[config.mk]
export PLATFORM = sky130hd
export DESIGN_NAME = hw_semaphore
export DESIGN_NICKNAME = d
export VERILOG_FILES = /design/src/rtl/sema_pkg.sv /design/src/rtl/sema_port_decode.sv /design/src/rtl/sema_grant.sv /design/src/rtl/sema_lock_bit.sv /design/src/rtl/sema_readback.sv /design/src/rtl/hw_semaphore.sv
export SDC_FILE = /design/constraint.sdc
export NUM_CORES = 1
export LEC_CHECK = 0
export CAP_MARGIN = 15
export CORE_AREA = 2 2 44 46
export CTS_BUF_LIST = sky130_fd_sc_hd__clkbuf_8
export DETAILED_ROUTE_END_ITERATION = 7
export DIE_AREA = 0 0 46 48
export GPL_ROUTABILITY_DRIVEN = 0
export PLACE_DENSITY = 0.85
export SLEW_MARGIN = 20
export SYNTH_ARGS = -nofsm -noshare
export SYNTH_HDL_FRONTEND = slang
export SYNTH_SLANG_ARGS = --single-unit
[constraint.sdc]
create_clock -name clk -period 1.59 [get_ports clk]
set_input_delay 0.318 -clock clk [delete_from_list [all_inputs] [get_ports clk]]
set_output_delay 0.318 -clock clk [all_outputs]
set_load 0.03 [all_outputs]
[src/rtl/sema_pkg.sv]
package sema_pkg;

  // Layout of the status byte; bit 0 position is decoded by software.
  typedef struct packed {
    logic [3:0] zero;
    logic [2:0] flags;
    logic       held;
  } sema_status_t;

  localparam int unsigned DATA_W = 8;
  localparam int unsigned FLAG_W = 3;

endpackage

[src/rtl/sema_port_decode.sv]
module sema_port_decode #(
  parameter int unsigned ADDR_W = 4,
  parameter logic [ADDR_W-1:0] LOCK_ADDR = ADDR_W'(8)
) (
  input  logic              rd,
  input  logic              wr,
  input  logic [ADDR_W-1:0] addr,
  input  logic [7:0]        wdata,
  output logic              rd_lock,
  output logic              rel
);
  logic hit;
  logic unused_wbits;

  assign hit          = (addr == LOCK_ADDR);
  assign rd_lock      = rd & hit;
  assign rel          = wr & hit & wdata[0];
  assign unused_wbits = ^wdata[7:1];
endmodule

[src/rtl/sema_grant.sv]
module sema_grant #(
  parameter int unsigned NPORTS = 2
) (
  input  logic [NPORTS-1:0] req,
  input  logic              free,
  output logic [NPORTS-1:0] win
);
  // Fixed priority: lowest port index claims a free lock.
  always_comb begin
    logic taken;
    taken = 1'b0;
    win   = '0;
    for (int p = 0; p < NPORTS; p++) begin
      win[p] = free & req[p] & ~taken;
      taken  = taken | win[p];
    end
  end
endmodule

[src/rtl/sema_lock_bit.sv]
module sema_lock_bit (
  input  logic clk,
  input  logic rst_n,
  input  logic rel_any,
  input  logic acq_any,
  output logic free_now,
  output logic lock_q
);
  logic lock_eff;

  // Release is applied before a same-cycle claim.
  assign lock_eff = lock_q & ~rel_any;
  assign free_now = ~lock_eff;

  always_ff @(posedge clk or negedge rst_n) begin
    if (!rst_n) lock_q <= 1'b0;
    else        lock_q <= lock_eff | acq_any;
  end
endmodule

[src/rtl/sema_readback.sv]
module sema_readback
  import sema_pkg::*;
#(
  parameter int unsigned NPORTS = 2
) (
  input  logic                 clk,
  input  logic                 rst_n,
  input  logic [NPORTS-1:0]    rd,
  input  logic [NPORTS-1:0]    rd_lock,
  input  logic [NPORTS-1:0]    win,
  input  logic [FLAG_W-1:0]    flags,
  output logic [NPORTS*DATA_W-1:0] rdata,
  output logic [NPORTS-1:0]    rvalid
);
  for (genvar p = 0; p < NPORTS; p++) begin : g_port
    sema_status_t stat;
    always_comb begin
      stat       = '0;
      stat.flags = flags;
      stat.held  = ~win[p];
    end
    always_ff @(posedge clk or negedge rst_n) begin
      if (!rst_n) begin
        rvalid[p]                   <= 1'b0;
        rdata[p*DATA_W +: DATA_W]   <= '0;
      end else begin
        rvalid[p] <= rd[p];
        if (rd[p])
          rdata[p*DATA_W +: DATA_W] <= rd_lock[p] ? stat : '0;
      end
    end
  end
endmodule

[src/rtl/hw_semaphore.sv]
module hw_semaphore
  import sema_pkg::*;
#(
  parameter int unsigned NPORTS = 2,
  parameter int unsigned ADDR_W = 4,
  parameter logic [ADDR_W-1:0] LOCK_ADDR = ADDR_W'(8)
) (
  input  logic                     clk,
  input  logic                     rst_n,
  input  logic [NPORTS-1:0]        rd_stb,
  input  logic [NPORTS-1:0]        wr_stb,
  input  logic [NPORTS*ADDR_W-1:0] addr,
  input  logic [NPORTS*8-1:0]      wdata,
  input  logic [2:0]               status_flags,
  output logic [NPORTS*8-1:0]      rdata,
  output logic [NPORTS-1:0]        rvalid
);
  logic [NPORTS-1:0] rd_lock;
  logic [NPORTS-1:0] rel;
  logic [NPORTS-1:0] win;
  logic              free_now;
  logic              lock_q;

  for (genvar p = 0; p < NPORTS; p++) begin : g_dec
    sema_port_decode #(.ADDR_W(ADDR_W), .LOCK_ADDR(LOCK_ADDR)) u_dec (
      .rd      (rd_stb[p]),
      .wr      (wr_stb[p]),
      .addr    (addr[p*ADDR_W +: ADDR_W]),
      .wdata   (wdata[p*8 +: 8]),
      .rd_lock (rd_lock[p]),
      .rel     (rel[p])
    );
  end

  sema_lock_bit u_lock (
    .clk      (clk),
    .rst_n    (rst_n),
    .rel_any  (|rel),
    .acq_any  (|rd_lock),
    .free_now (free_now),
    .lock_q   (lock_q)
  );

  sema_grant #(.NPORTS(NPORTS)) u_grant (
    .req  (rd_lock),
    .free (free_now),
    .win  (win)
  );

  sema_readback #(.NPORTS(NPORTS)) u_rb (
    .clk     (clk),
    .rst_n   (rst_n),
    .rd      (rd_stb),
    .rd_lock (rd_lock),
    .win     (win),
    .flags   (status_flags),
    .rdata   (rdata),
    .rvalid  (rvalid)
  );
endmodule

## Word level (Yosys, flattened, before mapping)

Cells that the tools add are included.

| word-level totals | value |
|---|---|
| register bits after elaboration | 19 |
| bits in latches | 0 |
| RAM bits | 0 |
| ROM bits | 0 |
| input bits | 33 |
| output and inout port bits | 18 |
| logic and storage cells | 26 |
| memories kept | 0 |

| cells by class | value |
|---|---|
| $add $sub $neg | 0 |
| $mul | 0 |
| divide/modulo/power cells | 0 |
| order comparisons | 0 |
| eq/ne operators | 2 |
| shifts and indexed selects | 0 |
| mux-type cells | 2 |
| bitwise gates (word level) | 15 |
| reductions and logical operators | 2 |

Operators by type and width:

| operator | count |
|---|---|
| 1-bit bitwise AND | 10 |
| 4-bit equality test, second input constant | 2 |
| 4-bit 2-to-1 mux | 2 |
| 1-bit NOT | 4 |
| 2-bit OR reduction | 2 |
| 1-bit bitwise OR | 1 |

## Depth between registers and ports, before layout

Gate-level depths: netlist of run 1.

| depth | value |
|---|---|
| word-level depth | 12 |
| depth in mapped cells | 3 |
| gate-level depth less buffers | 3 |

## Modules after synthesis

Synthesis of run 1 repeated with hierarchy kept, for this count alone.

| unflattened totals | value |
|---|---|
| cell total of the unflattened synthesis | 56 |
| area total of the unflattened synthesis | 560.5 um^2 |

Modules (own cells, without submodules):

| module | times used | cells an instance | area each (um^2) | seq. area each (um^2) |
|---|---|---|---|---|
| sema_readback | 1 | 43 | 429.2 | 250.2 |
| sema_port_decode | 2 | 3 | 27.5 | 0.0 |
| sema_lock_bit | 1 | 3 | 47.5 | 25.0 |
| sema_grant | 1 | 2 | 16.3 | 0.0 |
| hw_semaphore | 1 | 2 | 12.5 | 0.0 |

## Worst setup path after synthesis of run 1

No wires, ideal clock.

| timing | value |
|---|---|
| path type | in2reg |
| from | input addr[6] |
| to | register u_rb.rdata[8] |
| library setup time | 136 ps |
| data arrival time | 948 ps |
| required time | 1454 ps |
| setup slack | 506 ps |
| stages on the path | 3 |
| path buffers | 0 |
| cell sequence | nor4b_4 and3_4 o311ai_2 |

| on the way | value |
|---|---|
| word-level cells in the longest chain between the ends | 12 |
| elaborated cells between the ends (all ways) | 14 |
| those cells by class | 1 x eq/ne; 1 x mux; 11 x bitwise; 1 x reduce/logical |

RTL lines:

| element | RTL line | source |
|---|---|---|
| start, declared | hw_semaphore.sv:12 | `input logic [NPORTS*ADDR_W-1:0] addr,` |
| 4-bit equality test (*) | sema_port_decode.sv:15 | `assign hit = (addr == LOCK_ADDR);` |
| 1-bit bitwise AND (2 in series) | sema_port_decode.sv:17 | `assign rel = wr & hit & wdata[0];` |
| 2-bit OR reduction | hw_semaphore.sv:38 | `.rel_any (\|rel),` |
| 1-bit NOT | sema_lock_bit.sv:12 | `assign lock_eff = lock_q & ~rel_any;` |
| 1-bit bitwise AND | sema_lock_bit.sv:12 |  |
| 1-bit NOT | sema_lock_bit.sv:13 | `assign free_now = ~lock_eff;` |
| 1-bit bitwise AND | sema_grant.sv:14 | `win[p] = free & req[p] & ~taken;` |
| 1-bit NOT | sema_grant.sv:14 |  |
| 1-bit bitwise AND | sema_grant.sv:14 |  |
| 1-bit NOT | sema_readback.sv:20 | `stat.held = ~win[p];` |
| 4-bit 2-to-1 mux (*) | sema_readback.sv:29 | `rdata[p*DATA_W +: DATA_W] <= rd_lock[p] ? stat : '0;` |
| end signal, assigned by index | sema_readback.sv:29 |  |
| end, declared | sema_readback.sv:12 | `output logic [NPORTS*DATA_W-1:0] rdata,` |

Every way passes the cells marked *; elsewhere a longest branch is shown, timed or not.
A chain may end at the register's enable or synchronous reset.

## Final worst setup path of run 1

| timing | value |
|---|---|
| from | register u_rb.rdata[1] |
| to | output rdata[1] |

RTL lines:

| element | RTL line | source |
|---|---|---|
| end, declared | hw_semaphore.sv:15 | `output logic [NPORTS*8-1:0] rdata,` |

No word-level cell between the ends.

==> results.tsv, run 1 <==
metric	value	unit
crit_start	u_rb.rdata[1]	
path_buf_inv	1	
crit-reg2reg-launch	u_lock.lock_q	
die-area	2210	sq um
rr_worst_depth	3	
clock_power_share	0.374	
cts.hold.buffers_added	0	
drt-initial-drc-count	8	
vdd_drop_max	0.376	mV
fp.dieW	46	um
fin_nets	108	
cts_tree	built	
cts_inserted_buffers	3	
root_buffer	clkbuf_8	
rsz0062_at_grt	false	
antenna_found_initial	0	
syn-cell-area	546	sq um
start_util	0.323	
critical_path_class	flip-flop to output port	
internal_power	533	uW
clock_path_buffers	2	
yosys.area.top_type	dfrtp_1	
drt-total-wl	1130	um
cp-end-kind	output port	
crit_path_start_kind	flip-flop	
synthTopCellsByCount	11 x dfrtp_1, 8 x buf_4, 6 x a22o_1, 4 x inv_1, 3 x nand2_1	
slew_violations	0	
p_switching	184	uW
htreeDepth	1	
p_leak	0.000473	uW
synthArstFlopShare	1.00	
vias_per_cell	4.68	
track_usage	0.112	
worst_clock_skew	0.0000880	ns
clk_latency	0.23	ns
hold_violations	0	
grt_overflow	0	
path_delay_family	buffers and inverters	
slowest_stage	clkdlybuf4s50_1	
r2r-end	u_rb.rdata[0]	
crit_cells	1	
post-cts-setup-buffers	0	
drive_above_1_share	0.135	
worstHoldPathType	input port to async pin	
cpPeakStageDelay	0.67	ns
yosysWarnings	0	
num-fill-cells	148	
clkSlewWorstSetupHoldPaths	0.05	ns
rows	15	
synth-edff-count	0	
seq_power_share	0.417	
fmaxAchievable	640	MHz
io_buffers	28	
final_cells	91	
synth_most_common_cell	dfrtp_1	
ant_nets	0	
grt_pass1_vias	441	
seq_area_frac_synth	0.505	
path_cells	clkdlybuf4s50_1	
cts_resized	0	
fin_crit_sh	0.983	
sw_frac_of_total	0.257	
setup_viol	0	
design.core.area	1690	sq um
grt_max_degree	12	
fin_crit	1.56	ns
ys_ff_latch	11	
cts_sinks	11	
cap_violations	0	
worstPathRequired	1.27	ns
synthTopCellsByArea	dfrtp_1 50%, buf_4 11%, a22o_1 9.6%, nor4b_4 8.7%, o311ai_2 3.0%	
synth_top_area_share	0.505	
synthCells	43	
dp_cells	87	
first_pass_iters	4	
syn2layout_area_growth	59.6	%
die_y	48	um
vias	426	
outcome	complete, no violations	
grt_pass1_wl	1770	um
routedWlPerCell	12.4	um
ys_types	15	
pwr-share-comb	0.210	
synth.avg_cell_area	12.7	sq um
dp_worst_setup_slack	-0.0366	ns
r2r_slack	0.64	ns
dp_hpwl	930	um
cp_max_fo	2	
timing.final.ws_setup	0.0273	ns
diodes	0	
drc	0	
synth_ff_type	dfrtp_1	
arrival	1.24	ns
utilization	0.516	
pin_count	51	
powerDensity	824	nW/um^2
## sequential cells by signal, indices dropped and copies added, names as in the netlist
| name | flops |
|---|---|
| u_rb.rvalid | 2 |
| u_lock.lock_q | 1 |
| u_rb.rdata | 8 |
## final cells by class
class,count,area (sq um),area share
clock inverter,1,3.75,0.00431
tap,17,21.3,0.0244
multi-input combinational,27,221,0.254
timing repair buffer,28,293,0.336
sequential,11,275,0.316
inverter,4,15.0,0.0172
clock buffer,3,41.3,0.0474
## power by group through the flow
stage | clock [uW] | sequential, uW | combinational [uW]
final | 268 | 299 | 150
after global routing | 279 | 300 | 161
after CTS | 273 | 299 | 152
after detailed placement | 0 | 304 | 151
after global placement | 0 | 303 | 149
after floorplan | 0 | 319 | 71.6
## layer usage
layer	GRT usage	wire (um)	vias up
met2	0.208	640	16
met4	0.0343	0	0
met3	0.0226	64	0
met1	0.128	421	209
met5	0	0	-
li1	-	-	201
## how the worst max path moves through the flow
stage,to,slack [ns]
floorplan,u_rb.rdata[8],0.51
global placement,u_rb.rdata[8],-0.03
detailed placement,u_rb.rdata[8],-0.04
CTS,rdata[11],0.004
global route,rdata[1],0.006
finish,rdata[1],0.03
## cells by family after synthesis
kind of cell    Yosys count  synth area share
other cells               1           0.00687
flops                    11             0.505
buf+inv                  12             0.138
compound gates           10             0.186
simple gates              9             0.165
## cells in the final DEF (no fill, tap or decap), drive strengths merged
cell type,n
clkdlybuf4s50,23
dfrtp,11
conb,8
a22o,6
inv,5
dlymetal6s2s,5
nand2,3
clkbuf,3
nor4b,2
and2,2
and3,1
a31o,1
o211ai,1
o32ai,1
nand4,1
o311ai,1
## per-stage QoR
stage	TNS [ns]	hold slack [ns]	cell area, sq um	total power, uW
floorplan	0	0.0224	572	390
global placement	-0.0410	0.492	813	452
detailed placement	-0.0796	0.499	813	455
CTS	0	0.432	858	724
global route	0	0.466	871	741
finish	0	0.415	871	717
No activity file was read; power rests on OpenSTA's default activity.
==> run 2, diff against run 1 <==
--- a/config.mk
+++ b/config.mk
@@ -11,6 +11,7 @@
 export DETAILED_ROUTE_END_ITERATION = 7
 export DIE_AREA = 0 0 46 48
 export GPL_ROUTABILITY_DRIVEN = 0
+export GPL_TIMING_DRIVEN = 0
 export PLACE_DENSITY = 0.85
 export SLEW_MARGIN = 20
 export SYNTH_ARGS = -nofsm -noshare
==> run 2 against run 1 <==
Sequential cell count stayed put. Fmax is 0.77% higher. Die area stayed put. First-iteration DRC count is 50% lower. Critical path depth stayed put. Hold slack better by 0.0088 ns. Setup slack better by 0.012 ns. Critical endpoint is now rdata[3].
==> results.tsv, run 2 (synthesis gave the netlist of run 1 again) <==
metric	value	unit
outcome	complete, no violations	
grt_pass1_vias	438	
drive_above_1_share	0.220	
cap_violations	0	
ant_nets	0	
rsz0062_at_grt	false	
path_cells	clkdlybuf4s50_1	
cp-end-kind	output port	
htreeDepth	1	
vias	440	
cpPeakStageDelay	0.67	ns
drt-initial-drc-count	4	
fin_nets	116	
dp_hpwl	934	um
num-fill-cells	149	
layout_commonest_cell	clkdlybuf4s50_1	
track_usage	0.118	
drc	0	
mostFrequentLayoutCells	21 x clkdlybuf4s50_1, 11 x dfrtp_1, 8 x buf_4, 8 x conb_1	
internal_power	545	uW
slowest_stage	clkdlybuf4s50_1	
seq_power_share	0.412	
vias_per_cell	4.44	
arrival	1.23	ns
clkSlewWorstSetupHoldPaths	0.05	ns
power	724	uW
path_buf_inv	1	
powerDensity	777	nW/um^2
cts_tree	built	
setup_viol	0	
crit_path_start_kind	flip-flop	
slew_violations	0	
clk_latency	0.23	ns
pin_count	51	
fin_crit_sh	0.975	
reg.largest.list	u_rb.rdata (8), u_rb.rvalid (2), u_lock.lock_q (1)	
grt_max_degree	12	
syn2layout_area_growth	70.9	%
worst_clock_skew	0.000838	ns
drt-total-wl	1100	um
fin_crit	1.55	ns
dp_cells	95	
p_leak	0.000540	uW
hold_violations	0	
largest_register_ffs	8	
fmaxAchievable	645	MHz
routedWlPerCell	11.1	um
holdWs	0.424	ns
fp.dieW	46	um
die_y	48	um
io_buffers	28	
critical_path_class	flip-flop to output port	
vdd_drop_max	0.274	mV
clock_power_share	0.360	
clock_path_buffers	2	
cts_inserted_buffers	3	
diodes	0	
first_pass_iters	4	
p_switching	179	uW
worstHoldPathType	input port to async pin	
antenna_found_initial	0	
rows	15	
start_util	0.323	
cts_sinks	11	
grt_pass1_wl	1770	um
worstPathRequired	1.27	ns
regMostFlops	u_rb.rdata	
path_delay_family	buffers and inverters	
final_cells	99	
cp_max_fo	2	
grt_overflow	0	
pwr-share-comb	0.228	
design.core.area	1690	sq um
die-area	2210	sq um
root_buffer	clkbuf_8	
sw_frac_of_total	0.247	
## run 2: metal layers
metal,share of wire,GRT usage
met1,0.37,0.120
met2,0.55,0.206
met3,0.077,0.0453
met5,0,0
met4,0,0.0686
## run 2: power groups by stage
stage / Sequential, uW / Clock (uW) / Combinational [uW]
global route: 300 / 283 / 176
global placement: 303 / 0 / 164
finish: 298 / 261 / 165
floorplan: 319 / 0 / 71.6
CTS: 299 / 269 / 166
detailed placement: 303 / 0 / 166
## run 2: worst paths after layout
kind                       slack, ns           from  cells past startpoint             to
max                             0.04  u_rb.rdata[3]                      1       rdata[3]
min                             0.42          rst_n                      1  u_lock.lock_q
max reg2reg                     0.64  u_lock.lock_q                      3  u_rb.rdata[8]
min reg2reg                     0.50  u_rb.rdata[1]                      1  u_rb.rdata[1]
max in group asynchronous       0.83          rst_n                      1  u_rb.rdata[1]
min in group clk                0.50  u_rb.rdata[1]                      1  u_rb.rdata[1]
## run 2: layout make-up
class | count | area, sq um | area share
Sequential cell | 11 | 275 | 0.295
Clock inverter | 1 | 3.75 | 0.00403
Tap cell | 17 | 21.3 | 0.0228
Buffer | 8 | 60.1 | 0.0644
Inverter | 4 | 15.0 | 0.0161
Multi-Input combinational cell | 27 | 221 | 0.238
Timing Repair Buffer | 28 | 294 | 0.315
Clock buffer | 3 | 41.3 | 0.0443
## run 2: through the flow
step / instance area, sq um / setup slack [ns] / util / TNS (ns)
2_1_floorplan: 572 / 0.506 / - / 0
3_3_place_gp: 873 / -0.0279 / 0.517 / -0.0370
3_5_place_dp: 873 / -0.0498 / 0.517 / -0.0888
4_1_cts: 917 / 0.0104 / 0.543 / 0
5_1_grt: 932 / 0.00536 / 0.552 / 0
6_report: 932 / 0.0393 / 0.552 / 0
## run 2: what timing repair did
item,in CTS,in global routing
hold buffers,0,0
endpoints found under the hold margin,0,0
setup buffers,0,0
resized for setup,1,6
endpoints found under the setup margin,1,6
pin swaps,0,0
cloned,0,0
==> run 3, diff against run 2 <==
--- a/config.mk
+++ b/config.mk
@@ -7,7 +7,7 @@
 export LEC_CHECK = 0
 export CAP_MARGIN = 15
 export CORE_AREA = 2 2 44 46
-export CTS_BUF_LIST = sky130_fd_sc_hd__clkbuf_8
+export CTS_BUF_LIST = sky130_fd_sc_hd__clkbuf_2 sky130_fd_sc_hd__clkbuf_4 sky130_fd_sc_hd__clkbuf_8
 export DETAILED_ROUTE_END_ITERATION = 7
 export DIE_AREA = 0 0 46 48
 export GPL_ROUTABILITY_DRIVEN = 0
==> run 3 against run 2 <==
Sequential cell count did not move. Cell area is 3.9% lower. Register-to-register slack about the same. Die area is the same. Wire length shrank 2.3%. Largest cell class unchanged.
==> results.tsv, run 3 (synthesis gave the netlist of run 1 again) <==
metric	value	unit
outcome	complete, no violations	
path_cells	clkdlybuf4s50_1	
routedWlPerCell	10.8	um
drive_above_1_share	0.232	
largest_register_ffs	8	
vias_per_cell	4.40	
fin_nets	116	
clk_latency	0.25	ns
clock_path_buffers	2	
mostFrequentLayoutCells	19 x clkdlybuf4s50_1, 11 x dfrtp_1, 8 x buf_4, 8 x conb_1, 8 x dlygate4sd2_1	
pin_count	51	
internal_power	487	uW
grt_overflow	0	
p_leak	0.000464	uW
hold_violations	0	
grt_pass1_vias	432	
grt_pass1_wl	1710	um
track_usage	0.109	
arrival	1.23	ns
holdWs	0.384	ns
cp-end-kind	output port	
cp_max_fo	1	
multiInputGateArea	221	sq um
rows	15	
drt-total-wl	1070	um
regMostFlops	u_rb.rdata	
path_buf_inv	1	
antenna_found_initial	0	
diodes	0	
num-fill-cells	158	
first_pass_iters	1	
rsz0062_at_grt	false	
clock_power_share	0.303	
fmaxAchievable	647	MHz
setup_viol	0	
worstPathRequired	1.27	ns
reg.largest.list	u_rb.rdata (8), u_rb.rvalid (2), u_lock.lock_q (1)	
powerDensity	735	nW/um^2
syn2layout_area_growth	64.2	%
vias	436	
root_buffer	clkbuf_4	
pwr-share-comb	0.246	
cts_resized	8	
drt-initial-drc-count	0	
dp_cells	95	
ant_nets	0	
fin_crit_sh	0.972	
layout_commonest_cell	clkdlybuf4s50_1	
timing.final.ws_setup	0.0441	ns
clkSlewWorstSetupHoldPaths	0.07	ns
power	658	uW
tns	0	ns
cts_tree	built	
critical_path_class	flip-flop to output port	
drc	0	
fin_crit	1.55	ns
htreeDepth	1	
p_switching	172	uW
crit_path_start_kind	flip-flop	
vdd_drop_max	0.357	mV
path_delay_family	buffers and inverters	
seq_area	275	sq um
die_y	48	um
start_util	0.323	
cts_sinks	11	
sw_frac_of_total	0.261	
final_cells	99	
dp_worst_setup_slack	-0.0498	ns
cts_inserted_buffers	3	
fp.dieW	46	um
worst_clock_skew	0.000385	ns
slowest_stage	clkdlybuf4s50_1	
design.core.area	1690	sq um
crit_cells	1	
cap_violations	0	
cts.hold.buffers_added	0	
io_buffers	28	
seq_power_share	0.451	
dp_hpwl	934	um
rr_worst_depth	3	
worstHoldPathType	input port to async pin	
die-area	2210	sq um
post-cts-setup-buffers	0	
grt_max_degree	12	
cpPeakStageDelay	0.65	ns
slew_violations	0	
-- run 3: cell count changes in the layout (fill, tap and decap cells not counted) --
| cell | change |
|---|---|
| dlygate4sd2_1 | +7 |
| clkbuf_8 | -3 |
| clkdlybuf4s50_1 | -2 |
| dlymetal6s2s_1 | -5 |
| clkbuf_4 | +4 |
| inv_1 | -1 |
-- run 3: metal layers --
| metal | global-route usage | up-vias | share of wire |
|---|---|---|---|
| met4 | 0.0343 | 0 | 0 |
| met2 | 0.211 | 16 | 0.57 |
| met5 | 0 | - | 0 |
| li1 | - | 216 | - |
| met3 | 0.0340 | 0 | 0.053 |
| met1 | 0.110 | 204 | 0.38 |
-- run 3: path summary, 6_finish.rpt --
check                                from            end  slack, ns
min                                 rst_n  u_lock.lock_q       0.38
min in group clk            u_rb.rdata[3]  u_rb.rdata[3]       0.50
max                        u_rb.rvalid[0]      rvalid[0]       0.04
max reg2reg                 u_lock.lock_q  u_rb.rdata[8]       0.64
max in group asynchronous           rst_n  u_rb.rdata[8]       0.89
min reg2reg                 u_rb.rdata[3]  u_rb.rdata[3]       0.50
-- run 3: area by class of cell --
| cell class | count | share of cell area |
|---|---|---|
| plain buffers | 8 | 0.0670 |
| clock buffers | 4 | 0.0335 |
| inverters | 4 | 0.0168 |
| multi-input cells | 27 | 0.247 |
| flip-flops and latches | 11 | 0.307 |
| well taps | 17 | 0.0237 |
| repair buffers | 28 | 0.304 |
-- run 3: stage by stage --
stage / instance area, sq um / util
2_1_floorplan: 572 / -
3_3_place_gp: 873 / 0.517
3_5_place_dp: 873 / 0.517
4_1_cts: 893 / 0.529
5_1_grt: 896 / 0.530
6_report: 896 / 0.530
-- run 3: power groups by stage --
stage | logic [uW] | registers (uW) | clock network [uW]
finish | 162 | 297 | 199
detailed placement | 166 | 303 | 0
floorplan | 71.6 | 319 | 0
global route | 173 | 299 | 220
CTS | 163 | 297 | 203
global placement | 164 | 303 | 0
